[src/rtl/ddr_il_pkg.sv]
`timescale 1ns/1ps
package ddr_il_pkg;

    // Quarter of the output period currently shown on the lanes.
    typedef enum logic [2:0] {
        Q_EVEN_A = 3'd0,
        Q_EVEN_B = 3'd1,
        Q_ODD_A  = 3'd2,
        Q_ODD_B  = 3'd3,
        Q_IDLE   = 3'd4
    } quarter_t;

    localparam int PH_W = 2;

    // Position of a quarter inside the period (0..3).
    function automatic logic [1:0] quarter_idx(quarter_t q);
        logic [2:0] raw;
        raw = q;
        return raw[1:0];
    endfunction

    // Clock level in quarter nq when delayed by ph quarters.
    function automatic logic fwd_level(logic [1:0] nq, logic [PH_W-1:0] ph);
        logic [1:0] d;
        d = nq - ph;
        return d[1];
    endfunction

endpackage

[src/rtl/ddr_il_seq.sv]
`timescale 1ns/1ps
module ddr_il_seq
    import ddr_il_pkg::*;
(
    input  logic     clk,
    input  logic     rst_n,
    output quarter_t state_q,
    output quarter_t state_nx,
    output logic     period_start,
    output logic     half_flip
);

    // State register
    always_ff @(posedge clk or negedge rst_n) begin
        if (!rst_n) begin
            state_q <= Q_IDLE;
        end else begin
            state_q <= state_nx;
        end
    end

    // Next-state selection
    always_comb begin
        unique case (state_q)
            Q_IDLE:   state_nx = Q_EVEN_A;
            Q_EVEN_A: state_nx = Q_EVEN_B;
            Q_EVEN_B: state_nx = Q_ODD_A;
            Q_ODD_A:  state_nx = Q_ODD_B;
            Q_ODD_B:  state_nx = Q_EVEN_A;
            default:  state_nx = Q_IDLE;
        endcase
    end

    // Strobes for the edge that leaves the current state
    always_comb begin
        period_start = 1'b0;
        half_flip    = 1'b0;
        unique case (state_q)
            Q_IDLE, Q_ODD_B:   period_start = 1'b1;
            Q_EVEN_B:          half_flip    = 1'b1;
            Q_EVEN_A, Q_ODD_A: ;
            default:           ;
        endcase
    end

endmodule

[src/rtl/ddr_il_capture.sv]
`timescale 1ns/1ps
module ddr_il_capture #(
    parameter int W = 14
) (
    input  logic         clk,
    input  logic         rst_n,
    input  logic         load,
    input  logic [W-1:0] word_in,
    input  logic         ovf_in,
    output logic [W-1:0] cap_word,
    output logic         cap_ovf,
    output logic [W-1:0] shown_word
);

    // Two-deep pipe: cap holds the newest sample, shown the one on the lanes.
    always_ff @(posedge clk or negedge rst_n) begin
        if (!rst_n) begin
            cap_word   <= '0;
            cap_ovf    <= 1'b0;
            shown_word <= '0;
        end else if (load) begin
            shown_word <= cap_word;
            cap_word   <= word_in;
            cap_ovf    <= ovf_in;
        end
    end

endmodule

[src/rtl/ddr_il_lanes.sv]
`timescale 1ns/1ps
module ddr_il_lanes #(
    parameter int LANES = 7,
    localparam int W    = 2 * LANES
) (
    input  logic             clk,
    input  logic             rst_n,
    input  logic             period_start,
    input  logic             half_flip,
    input  logic [W-1:0]     next_word,
    input  logic             next_ovf,
    input  logic [W-1:0]     shown_word,
    output logic [LANES-1:0] lane,
    output logic             lane_ovf
);

    for (genvar g = 0; g < LANES; g++) begin : g_lane
        logic bit_q;
        always_ff @(posedge clk or negedge rst_n) begin
            if (!rst_n) begin
                bit_q <= 1'b0;
            end else if (period_start) begin
                bit_q <= next_word[2*g];
            end else if (half_flip) begin
                bit_q <= shown_word[2*g+1];
            end
        end
        assign lane[g] = bit_q;
    end

    always_ff @(posedge clk or negedge rst_n) begin
        if (!rst_n) begin
            lane_ovf <= 1'b0;
        end else if (period_start) begin
            lane_ovf <= next_ovf;
        end else if (half_flip) begin
            lane_ovf <= 1'b0;
        end
    end

endmodule

[src/rtl/ddr_il_clkgen.sv]
`timescale 1ns/1ps
module ddr_il_clkgen
    import ddr_il_pkg::*;
(
    input  logic            clk,
    input  logic            rst_n,
    input  logic            period_start,
    input  quarter_t        state_nx,
    input  logic [PH_W-1:0] phase_sel,
    output logic            fwd_clk
);

    logic [PH_W-1:0] ph_q;
    logic [PH_W-1:0] ph_use;

    // A new setting applies from the boundary edge on which it is sampled.
    always_comb begin
        ph_use = period_start ? phase_sel : ph_q;
    end

    always_ff @(posedge clk or negedge rst_n) begin
        if (!rst_n) begin
            ph_q    <= '0;
            fwd_clk <= 1'b0;
        end else begin
            ph_q    <= ph_use;
            fwd_clk <= fwd_level(quarter_idx(state_nx), ph_use);
        end
    end

endmodule

[src/rtl/ddr_interleaver.sv]
`timescale 1ns/1ps
module ddr_interleaver
    import ddr_il_pkg::*;
#(
    parameter int LANES = 7
) (
    input  logic                 clk_4x,
    input  logic                 rst_n,
    input  logic [1:0]           phase_sel,
    input  logic [2*LANES-1:0]   smp_word,
    input  logic                 smp_ovf,
    output logic [LANES-1:0]     lane,
    output logic                 lane_ovf,
    output logic                 fwd_clk
);

    localparam int WORD_W = 2 * LANES;

    quarter_t          state_q;
    quarter_t          state_nx;
    logic              period_start;
    logic              half_flip;
    logic [WORD_W-1:0] cap_word;
    logic              cap_ovf;
    logic [WORD_W-1:0] shown_word;

    ddr_il_seq u_seq (
        .clk          (clk_4x),
        .rst_n        (rst_n),
        .state_q      (state_q),
        .state_nx     (state_nx),
        .period_start (period_start),
        .half_flip    (half_flip)
    );

    ddr_il_capture #(.W(WORD_W)) u_capture (
        .clk        (clk_4x),
        .rst_n      (rst_n),
        .load       (period_start),
        .word_in    (smp_word),
        .ovf_in     (smp_ovf),
        .cap_word   (cap_word),
        .cap_ovf    (cap_ovf),
        .shown_word (shown_word)
    );

    ddr_il_lanes #(.LANES(LANES)) u_lanes (
        .clk          (clk_4x),
        .rst_n        (rst_n),
        .period_start (period_start),
        .half_flip    (half_flip),
        .next_word    (cap_word),
        .next_ovf     (cap_ovf),
        .shown_word   (shown_word),
        .lane         (lane),
        .lane_ovf     (lane_ovf)
    );

    ddr_il_clkgen u_clkgen (
        .clk          (clk_4x),
        .rst_n        (rst_n),
        .period_start (period_start),
        .state_nx     (state_nx),
        .phase_sel    (phase_sel),
        .fwd_clk      (fwd_clk)
    );

endmodule

[config.mk]
export PLATFORM = sky130hd
export DESIGN_NAME = ddr_interleaver
export DESIGN_NICKNAME = d
export VERILOG_FILES = /design/src/rtl/ddr_il_pkg.sv /design/src/rtl/ddr_il_seq.sv /design/src/rtl/ddr_il_capture.sv /design/src/rtl/ddr_il_lanes.sv /design/src/rtl/ddr_il_clkgen.sv /design/src/rtl/ddr_interleaver.sv
export SDC_FILE = /design/constraint.sdc
export NUM_CORES = 1
export LEC_CHECK = 0
export BUFFER_PORTS_ARGS = -buffer_cell sky130_fd_sc_hd__buf_4
export CAP_MARGIN = 5
export CORE_ASPECT_RATIO = 1.5
export CORE_MARGIN = 3
export CORE_UTILIZATION = 30
export DETAILED_ROUTE_END_ITERATION = 6
export SETUP_SLACK_MARGIN = 0.2
export SLEW_MARGIN = 30
export SYNTH_ARGS = -nofsm -noshare
export SYNTH_HDL_FRONTEND = slang
export SYNTH_HIERARCHICAL = 1
export SYNTH_SLANG_ARGS = --single-unit
[constraint.sdc]
create_clock -name clk_4x -period 2.1 [get_ports clk_4x]
set_input_delay 0.315 -clock clk_4x [delete_from_list [all_inputs] [get_ports clk_4x]]
set_output_delay 0.315 -clock clk_4x [all_outputs]
set_load 0.005 [all_outputs]
# Word-level counts from Yosys, hierarchy flattened
# Cells that the tools add are included.
# word_totals
reg_bits	43
inputBits	19
output_inout_bits	9
# op_classes
n_addsub	1
eq_ne	4
n_mux	20
n_reduce_logical	3
# op_table
op	n
2-to-1 mux 1 bit	18
case mux 3 bit (4 select lines)	1
== test 3 x 2 -> 1 bit, second input constant	2
== test 3 x 1 -> 1 bit, second input constant	1
== test 3 bit, second input constant	1
zero test 3 bit	1
2-to-1 mux 2 bit	1
nonzero test 2 bit	1
OR reduction 2 bit	1
subtractor 2 bit	1

# Longest topological paths before layout
# Gate-level depths: netlist (run 1).
# logic_depth
ltp_word	5
ltp_mapped	5
ltp_nobuf	5

# Modules after synthesis
# The synthesis (run 1) kept the hierarchy.
# by_module_without_submodules
module	instances	cells_per_inst	area_each_um2	seq_area_each_um2
ddr_il_capture	1	61	1117.3	725.7
ddr_il_lanes	1	40	420.4	200.2
ddr_il_clkgen	1	7	126.4	75.1
ddr_il_seq	1	11	126.4	76.3

# Least setup slack after synthesis (run 1)
# No wires, ideal clock.
# synth_timing
kind	flip-flop to flip-flop
from	reg u_seq.state_q[2]
to	reg u_clkgen.fwd_clk
setup_ns	0.134
t_arrival_ns	2.087
t_required_ns	1.966
path_slack_ns	-0.120
stages_incl_launch_ff	5
synth_period_minus_slack_ns	2.220
cell_sequence	dfstp_2 > nand2b_1 > o21ai_0 > mux2_2 > xnor3_1
# synth_between
elab_chain_cells	5
word_cells_on_any_way	10
cone_classes	1 x add/sub; 4 x eq/ne; 3 x mux; 2 x reduce/logical
# synth_rtl
item	line_no	rtl
start: declaration	ddr_il_seq.sv:7	output quarter_t state_q,
start signal: assignment	ddr_il_seq.sv:18	state_q <= state_nx;
== test 3 bit / == test 3 x 2 -> 1 bit (equally long branches)	ddr_il_seq.sv:38	unique case (state_q)
OR reduction 2 bit (no line) *	n/a	
2-to-1 mux 1 bit *	ddr_il_seq.sv:38	
named net period_start	ddr_interleaver.sv:21	logic period_start;
2-to-1 mux 2 bit *	ddr_il_clkgen.sv:18	ph_use = period_start ? phase_sel : ph_q;
named net u_clkgen.ph_use[1]	ddr_il_clkgen.sv:14	logic [PH_W-1:0] ph_use;
subtractor 2 bit *	ddr_il_pkg.sv:25	d = nq - ph;
end signal: assignment	ddr_il_clkgen.sv:27	fwd_clk <= fwd_level(quarter_idx(state_nx), ph_use);
end: declaration	ddr_il_clkgen.sv:10	output logic fwd_clk
# The timed path passes the listed nets; every way through them passes the cells marked *.
# A chain may end at the register's enable or synchronous reset.

# Worst setup path after layout (run 1)
# layout_timing
from	reg u_seq.state_q[2]
to	reg u_capture.cap_word[13]
# layout_between
elab_chain_cells	3
word_cells_on_any_way	4
cone_classes	2 x eq/ne; 1 x mux; 1 x reduce/logical
# layout_rtl
item	line_no	rtl
== test 3 bit / == test 3 x 2 -> 1 bit (equally long branches)	ddr_il_seq.sv:38	
OR reduction 2 bit (no line) *	n/a	
2-to-1 mux 1 bit *	ddr_il_seq.sv:38	
named net period_start	ddr_interleaver.sv:21	
end signal: assignment	ddr_il_capture.sv:23	cap_word <= word_in;
end: declaration	ddr_il_capture.sv:10	output logic [W-1:0] cap_word,
# Marked as above.

==> results of run 1 <==
## worst max-delay path, cell delays in order (launching register included)
cell and delay (ps):
dfstp_2 580, nand2b_1 100, o21ai_4 180, buf_4 340, mux2_2 370
## cell type report
cell class	instances	share of cell area, %
Clock buffer	6	4.438
Clock inverter	2	0.5380
Multi-Input combinational cell	57	29.46
Sequential cell	36	48.49
Tap cell	66	4.438
Timing Repair Buffer	31	12.64
## registers in the layout (all words and copies together), names as in the netlist
name                  cells
u_capture/cap_ovf         1
u_clkgen/fwd_clk          1
u_clkgen/ph_q             2
u_capture/cap_word       14
u_seq/state_q             3
u_lanes/g_lane.bit_q      7
u_capture/shown_word      7
u_lanes/lane_ovf          1
## what timing repair did
action	in CTS	in global routing
hold buffers	1	0
endpoints found under the hold margin	35	0
gates resized for setup	0	0
## per-layer routing
layer  up-vias  part of all wire [%]  GRT usage, %
li1        404                     -             -
met1       419                    39         9.098
met2        21                    53         15.78
met3         4                   5.6         2.994
met4         0                   1.9         4.762
met5         -                     0             0
## metrics by stage
stage	power (mW)	cells	util (%)
after floorplan	0.7974	105	-
after global placement	0.8463	189	35.97
after detailed placement	0.8518	189	35.97
after CTS	1.350	198	38.07
after global routing	1.389	198	38.07
final	1.329	198	38.07
## power by group through the flow
stage | Sequential (mW) | Clock [mW] | Combinational [mW]
2_1_floorplan | 0.750 | 0 | 0.0472
3_3_place_gp | 0.754 | 0 | 0.0920
3_5_place_dp | 0.756 | 0 | 0.0956
4_1_cts | 0.743 | 0.510 | 0.0975
5_1_grt | 0.747 | 0.538 | 0.104
6_report | 0.743 | 0.492 | 0.0942
## worst paths after layout
| check | startpoint | to | slack, ps | depth (start not counted) |
|---|---|---|---|---|
| max | u_seq/state_q[2] | u_capture/cap_word[13] | 400 | 4 |
| min | smp_word[5] | u_capture/cap_word[5] | 260 | 2 |
| max reg2reg | u_seq/state_q[2] | u_capture/cap_word[13] | 400 | 4 |
| min reg2reg | u_capture/cap_word[0] | u_lanes/g_lane[0].bit_q | 500 | 2 |
| max in group asynchronous | rst_n | u_seq/state_q[2] | 1240 | 2 |
| min in group asynchronous | rst_n | u_lanes/g_lane[4].bit_q | 520 | 2 |
==> results.yml, run 1 <==
drt:
  wire_per_inst_um: 12.51
  ant_nets: 0
  routed_wl_um: 2476
  dr.pass1.iters: 4
  vias: 848
  drc_errors: 0
  vias_per_cell: 4.283
  dr.first_iter.drc_count: 16
floorplanning:
  fp.coreArea_um2: 4887
  rows: 31
  start_util_pct: 31.44
  io_pins: 28
  die_x_um: 64.43
  die_h_um: 93.65
  dieArea_um2: 6034
final_layout:
  design_area_um2: 1861
  nFillCells: 502
  fin_nets: 150
  final_common_cell: "dfrtp_1"
  drive_gt1_share_pct: 50.00
  mostFrequentLayoutCells: "dfrtp_1, buf_4, mux2_2"
  syn_to_final_growth_pct: 21.09
  diodes: 0
  seq_area_um2: 902.1
  multi_input_area_um2: 548.0
timing:
  rsz0062_at_grt: "false"
  slew_headroom_pct: 70.72
  min_period_ps: 1701
  slew_violations: 0
  setup_violations: 0
  fin_skew_ps: 6.222
  whs_ps: 261.2
  fmax_ghz: 0.5878
  tightest_slew_ps: 439.1
  setup_slack_ps: 398.9
  fin_setup_tns_ps: 0
  finalHoldViolations: 0
  timing.final.crit_share_pct: 81.01
clock_tree:
  cts_setup_buffers: 0
  cts.sinks: 36
  htreeDepth: 2
  cts_buffers: 5
  cts_tree: "yes"
  cts-root-buf: "clkbuf_8"
  cts.clk_slew.worst_paths_ps: 70
  clock_latency_ps: 280
  cts_buffer_depth: 2
critical_path:
  path_max_fanout: 25
  cp_data_required_time_ps: 2260
  crit_type: "reg2reg"
  endpoint_kind: "register"
  cp.arrival_ps: 1870
  worstSetupStartpointType: "register"
global_routing:
  grt_antenna_before_repair: 0
  grt_first_pass_wirelength_um: 4091
  grt.overflow.total: 0
  grt_use_total_pct: 8.907
  grt_pass1_vias: 893
  grt_max_degree: 37
placement:
  dp_slack_ps: 405.2
  dp_hpwl_um: 1836
  place.gp.congestion: 0.6710
  placed_area_um2: 1758
  port_buffers: 27
power:
  pwr-share-comb_pct: 7.1
  netSwitchingFraction_pct: 21.09
  vdd.ir_drop.worst_mv: 0.2580
  p_per_area_nw_per_um2: 714.3
  intPower_mw: 1.049
  p_leak_nw: 0.8647
  switching_power_mw: 0.2803
  seqPwrFrac_pct: 55.9
  pwr-share-clk_pct: 37.0
synthesis:
  syn_avg_cell_area_um2: 14.63
  syn_area_um2: 1536
  ys.warnings.count: 6
  synth_fp_nets: 124
  synthCells: 105
run:
  cap_viol_max_count: 0
outcome:
  status: "finished, final reports clean"
hold_path:
  holdCritPathClass: "in2reg"
Power figures use the tool's default switching activity.
==> run 2: changes to the inputs <==
clock period = 1.8 ns   (was 2.1 ns; I/O delays follow)
==> results.yml, run 2 (synthesis results as in run 1) <==
critical_path:
  crit_path_top_delay_cell: "dfstp_2"
  path_delay_family: "flip-flops"
  worstSetupStartpointType: "register"
  path_cells: "nand2b_1 -> o21ai_4 -> mux2_4 -> xnor3_1"
  crit_type: "reg2reg"
  crit_cells: 4
  crit_start: "u_seq/state_q[2]"
  r2r_cells: 4
  crit_path_end: "u_clkgen/fwd_clk"
  r2r_end: "u_clkgen/fwd_clk"
  path_max_fanout: 4
  r2r_setup_slack_ps: 170
  cp_data_required_time_ps: 1970
  cp.arrival_ps: 1800
  endpoint_kind: "register"
  max_stage_delay_ps: 560
  r2r_start: "u_seq/state_q[2]"
  crit_buf_inv: 0
global_routing:
  grt_use_total_pct: 9.525
  grt_max_degree: 37
  grt.overflow.total: 0
  grt_antenna_before_repair: 0
  grt_pass1_vias: 956
  grt_first_pass_wirelength_um: 4271
outcome:
  status: "finished, final reports clean"
clock_tree:
  cts.sinks: 36
  cts_buffer_depth: 2
  cts_buffers: 5
  cts.clk_slew.worst_paths_ps: 70
  cts-root-buf: "clkbuf_8"
  cts_tree: "yes"
  htreeDepth: 2
  clock_latency_ps: 290
timing:
  timing.final.crit_share_pct: 90.31
  whs_ps: 206.8
  min_period_ps: 1626
  slew_violations: 0
  fin_skew_ps: 8.836
  fin_setup_tns_ps: 0
  finalHoldViolations: 0
  fmax_ghz: 0.6151
  rsz0062_at_grt: "true"
  setup_violations: 0
  slew_headroom_pct: 71.18
  tightest_slew_ps: 432.3
floorplanning:
  rows: 31
  die_h_um: 93.65
  io_pins: 28
  fp.coreArea_um2: 4887
  die_x_um: 64.43
  dieArea_um2: 6034
  start_util_pct: 31.44
final_layout:
  diodes: 0
  mostFrequentLayoutCells: "dfrtp_1, buf_4, mux2_2"
  largest_reg_flops: 14
  final_cell_count_no_fill: 200
  final_common_cell: "dfrtp_1"
  nFillCells: 504
  seq_area_um2: 902.1
  top_regs: "u_capture/cap_word x14, u_capture/shown_word x7, u_lanes/g_lane.bit_q x7"
  top_register: "u_capture/cap_word"
  design_area_um2: 1878
  multi_input_area_um2: 551.8
  drive_gt1_share_pct: 50.75
  syn_to_final_growth_pct: 22.23
  fin_nets: 152
placement:
  dp_cells: 189
  placed_area_um2: 1762
  dp_hpwl_um: 1743
  port_buffers: 27
  place.gp.congestion: 0.6616
drt:
  dr.first_iter.drc_count: 36
  vias_per_cell: 4.285
  ant_nets: 0
  routed_wl_um: 2523
  drc_errors: 0
  dr.pass1.iters: 4
  vias: 857
  wire_per_inst_um: 12.62
power:
  p_leak_nw: 0.8765
  vdd.ir_drop.worst_mv: 0.2794
  p_per_area_nw_per_um2: 815.4
  power.total_mw: 1.531
run:
  cap_viol_max_count: 0
hold_path:
  holdCritPathClass: "in2reg"
-- run 2: cell count changes in the layout (fill, tap and decap cells not counted) --
cell,before,now
buf_4,30,31
buf_6,0,1
clkbuf_8,6,5
clkinv_4,0,1
mux2_2,14,13
mux2_4,10,11
-- run 2: worst min path at each step --
stage	from	endpoint	slack, ps	depth (start not counted)
6_report	smp_word[6]	u_capture/cap_word[6]	210	2
5_1_grt	smp_word[12]	u_capture/cap_word[12]	190	2
4_1_cts	smp_word[12]	u_capture/cap_word[12]	190	2
3_5_place_dp	rst_n	u_capture/shown_word[13]	250	1
3_3_place_gp	rst_n	u_capture/cap_word[13]	240	1
2_1_floorplan	rst_n	u_capture/cap_ovf	-30	0
-- run 2: metal layers --
| layer | up-vias | track usage, % | wire, um |
|---|---|---|---|
| met5 | - | 0 | 0 |
| met4 | 0 | 5.820 | 73 |
| met3 | 9 | 3.234 | 126 |
| met2 | 26 | 15.43 | 1229 |
| met1 | 417 | 10.68 | 1095 |
| li1 | 405 | - | - |
-- run 2: stage by stage --
step / utilization [%] / setup WS, ps
5_1_grt: 38.43 / 105.8
4_1_cts: 38.43 / 176.6
3_5_place_dp: 36.05 / 90.59
3_3_place_gp: 36.05 / 161.7
6_report: 38.43 / 174.3
2_1_floorplan: - / 97.27
-- run 2: repair_timing --
item	4_1_cts	5_1_grt
endpoints found under the hold margin	35	0
hold buffers	1	0
setup buffers	2	0
resized for setup	1	0
setup endpoints to repair	24	19
cloned	0	0
pin swaps	1	0
-- run 2: layout make-up --
class	instances	share of cell area, %
Sequential cell	36	48.03
Multi-Input combinational cell	57	29.38
Timing Repair Buffer	33	13.52
Tap cell	66	4.397
Clock buffer	5	3.664
Clock inverter	3	0.9993
-- run 2: power breakdown --
part           internal (mW)  switching (mW)
clock network          0.269           0.287
logic                 0.0724          0.0375
registers              0.846          0.0193
==> run 3: changes to the inputs <==
BUFFER_PORTS_ARGS = unset   (was -buffer_cell sky130_fd_sc_hd__buf_4)
DONT_BUFFER_PORTS = 1   (was unset)
==> results.yml, run 3 (synthesis results as in run 1) <==
power:
  power.total_mw: 1.502
  switching_power_mw: 0.3029
  vdd.ir_drop.worst_mv: 0.2707
  intPower_mw: 1.200
  p_per_area_nw_per_um2: 880.3
  seqPwrFrac_pct: 57.8
  netSwitchingFraction_pct: 20.16
  pwr-share-comb_pct: 4.6
  p_leak_nw: 0.7600
  pwr-share-clk_pct: 37.6
final_layout:
  top_register: "u_capture/cap_word"
  final_cell_count_no_fill: 173
  drive_gt1_share_pct: 37.38
  design_area_um2: 1707
  nFillCells: 507
  mostFrequentLayoutCells: "dfrtp_1, mux2_2, mux2_4"
  largest_reg_flops: 14
  syn_to_final_growth_pct: 11.08
  final_common_cell: "dfrtp_1"
  fin_nets: 125
  top_regs: "u_capture/cap_word x14, u_capture/shown_word x7, u_lanes/g_lane.bit_q x7"
  diodes: 0
timing:
  fmax_ghz: 0.6182
  fin_skew_ps: 6.757
  finalHoldViolations: 0
  slew_violations: 0
  min_period_ps: 1618
  rsz0062_at_grt: "true"
  fin_setup_tns_ps: 0
  tightest_slew_ps: 261.6
  setup_violations: 0
  timing.final.crit_share_pct: 89.87
  slew_headroom_pct: 82.56
outcome:
  status: "finished, final reports clean"
drt:
  routed_wl_um: 2362
  vias: 757
  wire_per_inst_um: 13.65
  drc_errors: 0
  dr.first_iter.drc_count: 30
  dr.pass1.iters: 4
  vias_per_cell: 4.376
  ant_nets: 0
critical_path:
  cp_data_required_time_ps: 1960
  crit_buf_inv: 0
  worstSetupStartpointType: "register"
  cp.arrival_ps: 1770
  path_max_fanout: 4
  max_stage_delay_ps: 580
  crit_type: "reg2reg"
  path_delay_family: "flip-flops"
  path_cells: "nand2b_4 -> o21ai_4 -> mux2_4 -> xnor3_1"
  crit_path_top_delay_cell: "dfstp_2"
  endpoint_kind: "register"
  r2r_setup_slack_ps: 180
global_routing:
  grt_pass1_vias: 855
  grtUsageMet1_pct: 8.819
  top_usage_layer: "met2"
  grt_use_total_pct: 8.816
  grt_max_degree: 39
  grt_first_pass_wirelength_um: 4029
  grt_use_met2_pct: 14.40
  grt_antenna_before_repair: 0
  met3_usage_pct: 4.910
  grt.overflow.total: 0
placement:
  dp_hpwl_um: 1625
  placed_area_um2: 1564
  port_buffers: 0
  dp_cells: 161
  place.gp.congestion: 0.6745
floorplanning:
  io_pins: 28
  die_h_um: 93.65
  dieArea_um2: 6034
  start_util_pct: 31.44
  fp.coreArea_um2: 4887
  rows: 31
  die_x_um: 64.43
hold_path:
  holdCritPathClass: "in2reg"
clock_tree:
  cts-root-buf: "clkbuf_8"
  cts_tree: "yes"
  cts_buffer_depth: 2
  clock_latency_ps: 280
  cts.clk_slew.worst_paths_ps: 70
  cts.sinks: 36
  htreeDepth: 2
  cts_buffers: 5
run:
  cap_viol_max_count: 0
run 3: layout make-up:
class / count / area (um^2) / share of cell area (%)
Clock buffer: 8 / 90.09 / 5.279
Multi-Input combinational cell: 57 / 559.3 / 32.77
Sequential cell: 36 / 902.1 / 52.86
Tap cell: 66 / 82.58 / 4.839
Timing Repair Buffer: 6 / 72.57 / 4.252
run 3: worst reg2reg max path, delay by kind of cell (launching register included):
kind / cells / cell delay [ps]
AND/OR/NAND/NOR: 1 / 70
XOR/XNOR: 1 / 330
multiplexers: 1 / 330
AO/OA/AOI/OAI: 1 / 190
flip-flops: 1 / 580
run 3: what timing repair did:
item | 4_1_cts | 5_1_grt
endpoints found under the hold margin | 36 | 0
buffers inserted | 2 | 0
resized for setup | 1 | 0
pin swaps | 1 | 0
hold buffers | 2 | 0
setup endpoints to repair | 23 | 13
run 3: power groups by stage:
| stage | clock network (mW) | logic, mW | registers [mW] |
|---|---|---|---|
| global route | 0.623 | 0.0772 | 0.874 |
| finish | 0.565 | 0.0685 | 0.869 |
| global placement | 0 | 0.0453 | 0.883 |
| floorplan | 0 | 0.0557 | 0.875 |
| detailed placement | 0 | 0.0477 | 0.885 |
| CTS | 0.591 | 0.0707 | 0.870 |
run 3: final timing paths:
path,endpoint,start,cells after the start
setup / recovery,u_clkgen/fwd_clk,u_seq/state_q[2],4
hold / removal,u_capture/cap_word[8],smp_word[8],1
setup reg to reg,u_clkgen/fwd_clk,u_seq/state_q[2],4
hold reg to reg,u_lanes/g_lane[6].bit_q,u_capture/cap_word[12],2
max in group asynchronous,u_seq/state_q[2],rst_n,2
min in group asynchronous,u_seq/state_q[1],rst_n,2
run 3: per-stage QoR:
step / utilization [%] / setup slack (ps) / hold WS [ps]
floorplan: - / 97.27 / -25.59
global placement: 32.00 / 159.5 / -24.49
detailed placement: 32.00 / 83.01 / -24.57
CTS: 34.92 / 165.6 / 122.9
global route: 34.92 / 131.8 / 120.0
finish: 34.92 / 182.3 / 134.9
run 3: routing by layer:
metal / vias to the layer above / part of all wire, %
met4: 0 / 1.1
li1: 354 / -
met1: 376 / 38
met2: 24 / 50
met3: 3 / 10
met5: - / 0
